$ cat src/rtl/pue_pkg.sv
package pue_pkg;
  localparam int TAG_W_DEF   = 22;
  localparam int DATA_W_DEF  = 32;
  localparam int STEP_LOG2   = 14;
  localparam int REBASE_BND  = 100000000;
endpackage

$ cat src/rtl/pue_unwrap.sv
module pue_unwrap #(
  parameter int TAG_W  = pue_pkg::TAG_W_DEF,
  parameter int DATA_W = pue_pkg::DATA_W_DEF,
  parameter int BOUND  = pue_pkg::REBASE_BND
) (
  input  logic                     clk,
  input  logic                     rst_n,
  input  logic                     init,
  input  logic                     acc,
  input  logic [TAG_W-1:0]         tag,
  output logic signed [DATA_W-1:0] off_upd,
  output logic                     rebase
);
  localparam logic signed [DATA_W-1:0] WRAP_INC = DATA_W'(1) <<< TAG_W;
  localparam logic signed [DATA_W-1:0] BND      = DATA_W'(BOUND);

  logic [TAG_W-1:0]         prev_q;
  logic signed [DATA_W-1:0] off_q;
  logic                     wrapped;

  assign wrapped = prev_q > tag;
  assign off_upd = wrapped ? off_q + WRAP_INC : off_q;
  assign rebase  = acc && (off_upd > BND);

  always_ff @(posedge clk or negedge rst_n) begin
    if (!rst_n) begin
      prev_q <= '0;
      off_q  <= '0;
    end else if (init) begin
      prev_q <= '0;
      off_q  <= '0;
    end else if (acc) begin
      prev_q <= tag;
      off_q  <= rebase ? off_upd - BND : off_upd;
    end
  end

  AST_OFF_BOUNDED: assert property (@(posedge clk) disable iff (!rst_n)
    off_q <= BND);
  AST_WRAP_STEP: assert property (@(posedge clk) disable iff (!rst_n)
    (acc && !init) |=> (off_q == $past(off_q)) ||
                       (off_q == $past(off_q) + WRAP_INC) ||
                       (off_q == $past(off_q) + WRAP_INC - BND));
  AST_INIT_CLEAR: assert property (@(posedge clk) disable iff (!rst_n)
    init |=> (off_q == 0) && (prev_q == 0));
endmodule

$ cat src/rtl/pue_setpoint.sv
module pue_setpoint #(
  parameter int DATA_W = pue_pkg::DATA_W_DEF,
  parameter int BOUND  = pue_pkg::REBASE_BND
) (
  input  logic                     clk,
  input  logic                     rst_n,
  input  logic                     init,
  input  logic                     acc,
  input  logic                     rebase,
  output logic signed [DATA_W-1:0] sp
);
  localparam logic signed [DATA_W-1:0] STEP = DATA_W'(1) <<< pue_pkg::STEP_LOG2;
  localparam logic signed [DATA_W-1:0] BND  = DATA_W'(BOUND);

  logic signed [DATA_W-1:0] sp_q;
  assign sp = sp_q;

  always_ff @(posedge clk or negedge rst_n) begin
    if (!rst_n)      sp_q <= '0;
    else if (init)   sp_q <= '0;
    else if (acc)    sp_q <= rebase ? sp_q + STEP - BND : sp_q + STEP;
  end

  AST_RAMP_STEP: assert property (@(posedge clk) disable iff (!rst_n)
    (acc && !init) |=> (sp_q == $past(sp_q) + STEP) ||
                       (sp_q == $past(sp_q) + STEP - BND));
endmodule

$ cat src/rtl/pue_outreg.sv
module pue_outreg #(
  parameter int DATA_W = pue_pkg::DATA_W_DEF,
  parameter int IDX_W  = 16
) (
  input  logic                     clk,
  input  logic                     rst_n,
  input  logic                     init,
  input  logic                     acc,
  input  logic signed [DATA_W-1:0] err_in,
  input  logic                     out_ready,
  output logic                     out_valid,
  output logic signed [DATA_W-1:0] out_err,
  output logic [IDX_W-1:0]         out_idx
);
  logic [IDX_W-1:0] cnt_q;

  always_ff @(posedge clk or negedge rst_n) begin
    if (!rst_n) begin
      out_valid <= 1'b0;
      out_err   <= '0;
      out_idx   <= '0;
      cnt_q     <= '0;
    end else if (init) begin
      out_valid <= 1'b0;
      cnt_q     <= '0;
    end else if (acc) begin
      out_valid <= 1'b1;
      out_err   <= err_in;
      out_idx   <= cnt_q;
      cnt_q     <= cnt_q + 1'b1;
    end else if (out_ready) begin
      out_valid <= 1'b0;
    end
  end

  AST_HOLD_STALL: assert property (@(posedge clk) disable iff (!rst_n)
    (out_valid && !out_ready && !init) |=>
      out_valid && $stable(out_err) && $stable(out_idx));
  AST_IDX_STEP: assert property (@(posedge clk) disable iff (!rst_n)
    (acc && !init) |=> cnt_q == $past(cnt_q) + 1'b1);
endmodule

$ cat src/rtl/phase_unwrap_err.sv
module phase_unwrap_err #(
  parameter int CHAN_W = 5,
  parameter int TAG_W  = pue_pkg::TAG_W_DEF,
  parameter int DATA_W = pue_pkg::DATA_W_DEF,
  parameter int IDX_W  = 16,
  parameter int BOUND  = pue_pkg::REBASE_BND
) (
  input  logic                     clk,
  input  logic                     rst_n,
  input  logic                     init,
  input  logic [CHAN_W-1:0]        ref_id,
  input  logic                     in_valid,
  output logic                     in_ready,
  input  logic [CHAN_W-1:0]        in_chan,
  input  logic [TAG_W-1:0]         in_tag,
  output logic                     out_valid,
  input  logic                     out_ready,
  output logic signed [DATA_W-1:0] out_err,
  output logic [IDX_W-1:0]         out_idx
);
  logic [CHAN_W-1:0]        ref_q;
  logic                     acc;
  logic                     rebase;
  logic signed [DATA_W-1:0] off_upd;
  logic signed [DATA_W-1:0] sp;
  logic signed [DATA_W-1:0] err;

  always_ff @(posedge clk or negedge rst_n) begin
    if (!rst_n)    ref_q <= '0;
    else if (init) ref_q <= ref_id;
  end

  assign in_ready = !init && (!out_valid || out_ready);
  assign acc      = in_valid && in_ready && (in_chan == ref_q);
  assign err      = $signed(DATA_W'(in_tag)) + off_upd - sp;

  pue_unwrap #(.TAG_W(TAG_W), .DATA_W(DATA_W), .BOUND(BOUND)) u_unwrap (
    .clk(clk), .rst_n(rst_n), .init(init), .acc(acc), .tag(in_tag),
    .off_upd(off_upd), .rebase(rebase));

  pue_setpoint #(.DATA_W(DATA_W), .BOUND(BOUND)) u_setpoint (
    .clk(clk), .rst_n(rst_n), .init(init), .acc(acc), .rebase(rebase), .sp(sp));

  pue_outreg #(.DATA_W(DATA_W), .IDX_W(IDX_W)) u_outreg (
    .clk(clk), .rst_n(rst_n), .init(init), .acc(acc), .err_in(err),
    .out_ready(out_ready), .out_valid(out_valid), .out_err(out_err),
    .out_idx(out_idx));

  AST_ACCEPT_SHOWS: assert property (@(posedge clk) disable iff (!rst_n)
    acc |=> out_valid);
  AST_FOREIGN_QUIET: assert property (@(posedge clk) disable iff (!rst_n)
    (in_valid && in_ready && in_chan != ref_q && !out_valid) |=> !out_valid);
endmodule

$ cat config.mk
export PLATFORM = sky130hd
export DESIGN_NAME = phase_unwrap_err
export DESIGN_NICKNAME = d
export VERILOG_FILES = /design/src/rtl/pue_pkg.sv /design/src/rtl/pue_unwrap.sv /design/src/rtl/pue_setpoint.sv /design/src/rtl/pue_outreg.sv /design/src/rtl/phase_unwrap_err.sv
export SDC_FILE = /design/constraint.sdc
export NUM_CORES = 1
export LEC_CHECK = 0
export BUFFER_PORTS_ARGS = -buffer_cell sky130_fd_sc_hd__buf_2
export CORE_ASPECT_RATIO = 0.8
export CORE_MARGIN = 2
export CORE_UTILIZATION = 55
export CTS_BUF_LIST = sky130_fd_sc_hd__clkbuf_16
export DETAILED_ROUTE_END_ITERATION = 8
export GPL_ROUTABILITY_DRIVEN = 0
export GPL_TIMING_DRIVEN = 0
export PLACE_DENSITY_LB_ADDON = 0.05
export SLEW_MARGIN = 20
export SYNTH_ARGS = -nofsm -noshare
export SYNTH_HDL_FRONTEND = slang
export SYNTH_SLANG_ARGS = --single-unit
$ cat constraint.sdc
create_clock -name clk -period 4.4 [get_ports clk]
set_input_delay 1.32 -clock clk [delete_from_list [all_inputs] [get_ports clk]]
set_output_delay 1.32 -clock clk [all_outputs]
set_load 0.05 [all_outputs]
======== Word level (Yosys, flattened, before mapping) ========
Cells that the tools add are included.
Widths: inputs -> output; s select.
cells by class
  muxes and demuxes ....................... 14
  equality and inequality tests ........... 1
  $add $sub $neg .......................... 7
  $lt $le $gt $ge ......................... 2
  reductions and logical operators ........ 10
  bitwise gates (word level) .............. 1
operator list
  operator                number
  $mux 32                 7
  $sub 32x28->32 const B  2
  $mux 22                 2
  $add 23x32->32          1
  $add 32x16->32 const B  1
  $add 32x24->32 const B  1
  $gt 32x28->1 const B    1
  $mux 16                 2
  $sub 32x32->32          1
  $gt 22x22->1            1
  $add 16x1->16 const B   1
  $eq 5x5->1              1
  $logic_and 1x1->1       4
  $mux 1                  3
  $reduce_bool 3->1       1
  $logic_not 1->1         2
  $reduce_and 2->1        1
  $reduce_bool 2->1       1
  $logic_or 1x1->1        1
  $not 1->1               1
storage, ports and cells
  bits of input ports ..................... 37
  logic and storage cells ................. 43
  output and inout bits ................... 50
  register bits after elaboration ......... 156

======== Logic depth before layout (Yosys ltp) ========
  word-level depth ........................ 9
  depth in mapped cells ................... 21

======== Modules after synthesis ========
Synthesis repeated with hierarchy kept, for this count alone.
second synthesis, totals
  cell total of the unflattened synthesis .. 1,305
  area total of the unflattened synthesis .. 11,494.8 sq um
by module, submodules not included
  module            area an instance (sq um)  instances  cells each  sequential area each (sq um)
  pue_unwrap        3,656.0                   1          431         1,151.1
  phase_unwrap_err  3,040.4                   1          424         125.1
  pue_outreg        2,682.6                   1          190         1,626.6
  pue_setpoint      2,115.8                   1          260         600.6

======== Worst setup path before layout ========
No wires, ideal clock.
  kind .................................... input-to-reg
  start ................................... in in_tag[11]
  end ..................................... reg u_outreg.out_err[30]
  buffers on the path ..................... 2
  stages .................................. 18
  slack ................................... -0.848 ns
  arrival time ............................ 5.113 ns
  setup time .............................. 0.135 ns
  cells stage by stage .................... inv_1 -> ha_1 -> nand4_1 -> or4_4 -> a31o_1 -> buf_2 -> a31o_1 -> buf_2 -> nand2_1 -> nand2_1 -> ha_1 -> ha_1 -> and3_1 -> a2111oi_0 -> o21ai_0 -> a31oi_1 -> xor2_1 -> o21ai_0
between the ends
  word-level cells in the longest chain between the ends .. 4
ends and longest elaborated chain
  element               RTL line                text
  from (decl)           phase_unwrap_err.sv:15  input logic [TAG_W-1:0] in_tag,
  $gt 22x22->1          pue_unwrap.sv:21        assign wrapped = prev_q > tag;
  $mux 32               pue_unwrap.sv:22        assign off_upd = wrapped ? off_q + WRAP_INC : off_q;
  $add 23x32->32 (*)    phase_unwrap_err.sv:35  assign err = $signed(DATA_W'(in_tag)) + off_upd - sp;
  $sub 32x32->32 (*)    phase_unwrap_err.sv:35
  to (signal assigned)  pue_outreg.sv:28        out_err <= err_in;
  to (decl)             pue_outreg.sv:12        output logic signed [DATA_W-1:0] out_err,
Mark *: on every way between the ends. The rest lies on a longest branch, timed or not.
A chain may end at the register's enable or synchronous reset.

======== Worst setup path in the final report ========
  start ................................... in in_tag[21]
  end ..................................... reg u_setpoint.sp_q[20] (netlist: u_setpoint.sp[20])
between the ends
  word-level cells in the longest chain between the ends .. 7
ends and longest elaborated chain
  element               RTL line            text
  $gt 22x22->1          pue_unwrap.sv:21
  $mux 32               pue_unwrap.sv:22
  $gt 32x28->1          pue_unwrap.sv:23    assign rebase = acc && (off_upd > BND);
  $logic_and 1x1->1     pue_unwrap.sv:23
  $mux 32 (2 in a row)  pue_setpoint.sv:21  else if (acc) sp_q <= rebase ? sp_q + STEP - BND : sp_q + STEP;
  $mux 32               pue_setpoint.sv:20  else if (init) sp_q <= '0;
  to (signal assigned)  pue_setpoint.sv:21
  to (decl)             pue_setpoint.sv:15  logic signed [DATA_W-1:0] sp_q;
No other way between the ends. The select of a mux whose other input is x is not followed.

==> run_summary.xml <==
<?xml version="1.0" encoding="UTF-8"?>
<metrics>
  <group name="outcome">
    <metric name="outcome" unit="">finished with violations</metric>
    <metric name="failed_checks" unit="">setup timing</metric>
  </group>
  <group name="worst_setup_path">
    <metric name="cpPeakStageDelay" unit="ns">0.62</metric>
    <metric name="cell_type_group_with_the_largest_total_delay_on_the_critical_path" unit="">compound AO/OA/AOI/OAI gates</metric>
    <metric name="end_kind" unit="">register</metric>
    <metric name="data_arrival_time_of_the_critical_path" unit="ns">5.12</metric>
    <metric name="critical_path.most_common_cell" unit="">sky130_fd_sc_hd__buf_6</metric>
    <metric name="timing.critical_path.required" unit="ns">4.74</metric>
    <metric name="critical_path.n_buffers_inverters" unit="">6</metric>
    <metric name="critical_path.cell_chain" unit="">buf_6 &gt; clkinvlp_4 &gt; ha_4 &gt; nand4_1 &gt; or4_4 &gt; a31o_4 &gt; buf_4 &gt; buf_6 &gt; a2111o_1 &gt; a21oi_2 &gt; nand4b_1 &gt; buf_6 &gt; o21ai_4 &gt; buf_12 &gt; a21o_1 &gt; xor2_1 &gt; o21ai_1 &gt; a21bo_1</metric>
    <metric name="startpoint_type" unit="">input pin</metric>
    <metric name="crit_path_max_fanout" unit="">5</metric>
    <metric name="path_class" unit="">in2reg</metric>
    <metric name="crit_path_top_delay_cell" unit="">sky130_fd_sc_hd__or4_4</metric>
  </group>
  <group name="route">
    <metric name="antenna_left" unit="">0</metric>
    <metric name="route.final.wire_length" unit="µm">30200</metric>
    <metric name="route.detailed.wl_per_inst" unit="µm">19.3</metric>
    <metric name="routed_via_density" unit="">6.09</metric>
    <metric name="detail_route.drc_violations" unit="">0</metric>
    <metric name="initial_drc_count" unit="">769</metric>
    <metric name="drt_pass1_iterations" unit="">8</metric>
    <metric name="vias" unit="">9530</metric>
  </group>
  <group name="synthesis">
    <metric name="synthDistinctLibCells" unit="">77</metric>
    <metric name="postSynthNetCount" unit="">1282</metric>
    <metric name="synth_sequential_area_ratio" unit="%">35.3</metric>
    <metric name="ys.flop_type" unit="">sky130_fd_sc_hd__dfrtp_1</metric>
    <metric name="synth-warning-count" unit="">0</metric>
    <metric name="synth.avg_cell_area" unit="µm²">8.54</metric>
    <metric name="synth_enable_flop_cells" unit="">0</metric>
    <metric name="postSynthRegisterBits" unit="">140</metric>
    <metric name="synth.cell_area" unit="µm²">9930</metric>
    <metric name="synthCells" unit="">1163</metric>
    <metric name="ys_async_sr_fraction" unit="%">100</metric>
  </group>
  <group name="clock_network">
    <metric name="clk_pin_slew_worst_paths" unit="ns">0.07</metric>
    <metric name="ctsRootBufferMaster" unit="">sky130_fd_sc_hd__clkbuf_16</metric>
    <metric name="cts.htree.levels" unit="">4</metric>
    <metric name="clkSinkCount" unit="">140</metric>
    <metric name="numCtsBuffers" unit="">17</metric>
    <metric name="max-clock-path-buffers" unit="">2</metric>
    <metric name="clk_latency" unit="ns">0.45</metric>
    <metric name="cts_tree" unit="">done</metric>
    <metric name="ctsHoldBuffers" unit="">0</metric>
  </group>
  <group name="global_route">
    <metric name="antenna_found_initial" unit="">0</metric>
    <metric name="number_of_global_route_vias_before_repair" unit="">8916</metric>
    <metric name="globalRoute.totalOverflow" unit="">0</metric>
    <metric name="maximum_number_of_pins_on_one_net_before_global_route_repair" unit="">97</metric>
    <metric name="grt_pass1_wl" unit="µm">46200</metric>
    <metric name="total_routing_usage_reported_by_global_routing" unit="%">31.1</metric>
  </group>
  <group name="floorplanning">
    <metric name="core.rowCount" unit="">43</metric>
    <metric name="io-pin-count" unit="">87</metric>
    <metric name="die-area" unit="µm²">19200</metric>
    <metric name="die-height" unit="µm">124</metric>
    <metric name="die_x_extent" unit="µm">154</metric>
    <metric name="floorplan.initialDensity" unit="%">56.8</metric>
    <metric name="core_area" unit="µm²">17500</metric>
  </group>
  <group name="finish">
    <metric name="final_cells" unit="">1566</metric>
    <metric name="layout.nets" unit="">1447</metric>
    <metric name="fin_util" unit="%">72.6</metric>
    <metric name="fraction_of_final_layout_cells_with_drive_strength_greater_than_1" unit="%">23.6</metric>
    <metric name="final_common_cell" unit="">sky130_fd_sc_hd__nand2_1</metric>
    <metric name="final_cell_area" unit="µm²">12700</metric>
    <metric name="multi_input_comb_area" unit="µm²">6690</metric>
    <metric name="area.growth.synth_to_final" unit="%">27.9</metric>
    <metric name="n_antenna_cell" unit="">0</metric>
    <metric name="area.sequential" unit="µm²">3500</metric>
    <metric name="fill_cells" unit="">1326</metric>
    <metric name="most_frequent_cells_in_the_layout" unit="">147 x sky130_fd_sc_hd__nand2_1, 140 x sky130_fd_sc_hd__dfrtp_1, 93 x sky130_fd_sc_hd__inv_1</metric>
  </group>
  <group name="sta">
    <metric name="layout_setup_ws" unit="ns">-0.386</metric>
    <metric name="report.final.hold_viol_count" unit="">0</metric>
    <metric name="final.period_utilization" unit="%">109</metric>
    <metric name="slew_violations" unit="">0</metric>
    <metric name="worst_hold_slack" unit="ns">0.467</metric>
    <metric name="worst_clock_skew" unit="ns">0.0107</metric>
    <metric name="setup_violations" unit="">55</metric>
    <metric name="period_minus_slack" unit="ns">4.79</metric>
    <metric name="worst_slew_pin_tran" unit="ns">0.943</metric>
    <metric name="rsz0062_at_grt" unit="">yes</metric>
    <metric name="fmax" unit="MHz">209</metric>
    <metric name="max_slew_margin" unit="%">36.3</metric>
  </group>
  <group name="min_path">
    <metric name="worst_hold_path_type" unit="">reg2reg</metric>
  </group>
  <group name="place">
    <metric name="port-buffer-count" unit="">86</metric>
    <metric name="post-dp-hpwl" unit="µm">20200</metric>
    <metric name="place_area" unit="µm²">11000</metric>
    <metric name="numPlacedInstances" unit="">1475</metric>
  </group>
  <group name="job">
    <metric name="cap_violations" unit="">0</metric>
  </group>
  <group name="power_and_ir_drop">
    <metric name="ir_drop" unit="V">0.000356</metric>
    <metric name="power_density" unit="nW/µm²">301</metric>
    <metric name="power.leakage" unit="nW">5.73</metric>
  </group>
</metrics>
[tightest hold or removal path, stage by stage (launching register included)]
cell	delay, ns
sky130_fd_sc_hd__dfrtp_1	0.34
sky130_fd_sc_hd__nand2_1	0.05
sky130_fd_sc_hd__nand2_1	0.05
[cell type report]
cell class | count | area share [%]
buffer | 48 | 1.79
clock buffer | 17 | 3.35
clock inverter | 15 | 1.18
inverter | 95 | 2.84
multi-input combinational | 880 | 52.7
sequential | 140 | 27.6
tap | 225 | 2.22
timing repair buffer | 146 | 8.35
[metal layers]
layer	up-vias	wire [µm]	GRT usage, %
met5	-	0	0
met4	0	1100	11.1
met3	90	1900	5.85
met2	386	13900	49.7
met1	4652	13300	42.8
li1	4402	-	-
[cell usage after synthesis, types with 5 or more instances]
cell type                  number  area (µm²)
sky130_fd_sc_hd__nand2_1      156         586
sky130_fd_sc_hd__or3_1         15        93.8
sky130_fd_sc_hd__o21ai_1       18        90.1
sky130_fd_sc_hd__dfrtp_1      140        3500
sky130_fd_sc_hd__o21ai_0       91         455
sky130_fd_sc_hd__o21a_1         5        37.5
sky130_fd_sc_hd__o21bai_1       9        67.6
sky130_fd_sc_hd__buf_2          5        25.0
sky130_fd_sc_hd__xor2_1        37         324
sky130_fd_sc_hd__ha_1          68         851
sky130_fd_sc_hd__nand3_1       39         195
sky130_fd_sc_hd__nand2b_1      12        75.1
sky130_fd_sc_hd__inv_1         95         357
sky130_fd_sc_hd__nor3_1        20         100
sky130_fd_sc_hd__clkbuf_1      38         143
sky130_fd_sc_hd__xnor2_1       51         447
sky130_fd_sc_hd__a21oi_1       62         310
sky130_fd_sc_hd__nor2_1        67         251
sky130_fd_sc_hd__fa_1          14         280
sky130_fd_sc_hd__o31ai_1        5        37.5
sky130_fd_sc_hd__nand3b_1      31         233
sky130_fd_sc_hd__buf_1          5        18.8
sky130_fd_sc_hd__mux2_2         6        67.6
sky130_fd_sc_hd__nand4_1       18         113
sky130_fd_sc_hd__a31oi_1       13        81.3
sky130_fd_sc_hd__or2_2          7        43.8
sky130_fd_sc_hd__a21o_1        16         120
sky130_fd_sc_hd__a211oi_1      12        90.1
sky130_fd_sc_hd__and3_1        14        87.6
[logic make-up after synthesis]
logic type,Yosys count,synth area share [%]
buffers and inverters,143,5.47
AOI/OAI and AO/OA,291,18.7
and+or+nand+nor,407,20.1
adders and majority gates,83,11.5
DFF,140,35.3
xor gates and xnor gates,88,7.76
muxes,11,1.23
[final timing paths]
check | slack [ns] | depth (start not counted) | from | endpoint
setup reg to reg | 0.28 | 16 | u_unwrap.prev_q[19] | u_setpoint.sp[20]
min in group asynchronous | 0.75 | 1 | rst_n | u_outreg.out_err[12]
setup / recovery | -0.39 | 18 | in_tag[21] | u_setpoint.sp[20]
hold / removal | 0.47 | 2 | u_outreg.out_idx[10] | u_outreg.out_idx[10]
max in group asynchronous | 2.84 | 2 | rst_n | u_setpoint.sp[24]
hold reg to reg | 0.47 | 2 | u_outreg.out_idx[10] | u_outreg.out_idx[10]
[timing repair]
item,CTS,global route
buffers inserted,45,14
endpoints found under the hold margin,0,0
cloned,2,0
pin swaps,47,39
endpoints found under the setup margin,56,56
gates resized for setup,62,60
[state kept, by name (all words and copies together), names as in the netlist]
signal,flops
u_unwrap.off_q,24
u_outreg.out_err,32
u_unwrap.prev_q,22
u_outreg.cnt_q,16
u_setpoint.sp,24
u_outreg.out_idx,16
ref_q,5
u_outreg.out_valid,1
[through the flow]
| step | setup WS (ns) | TNS [ns] | total power (W) |
|---|---|---|---|
| after floorplan | -0.397 | -6.17 | 0.00212 |
| after global placement | -1.10 | -60.90 | 0.00234 |
| after detailed placement | -1.10 | -45.50 | 0.00236 |
| after CTS | -0.360 | -10.42 | 0.00382 |
| after global routing | -0.564 | -20.20 | 0.00396 |
| final | -0.386 | -14.29 | 0.00383 |
[where the power goes]
group / leakage (nW) / switching, W / internal, W
Sequential: 1.92 / 0.0000521 / 0.00139
Combinational: 3.53 / 0.000661 / 0.000264
Clock: 0.281 / 0.000662 / 0.000797
Total: 5.73 / 0.00138 / 0.00245
Note: power is estimated with default switching activity, not from simulation.
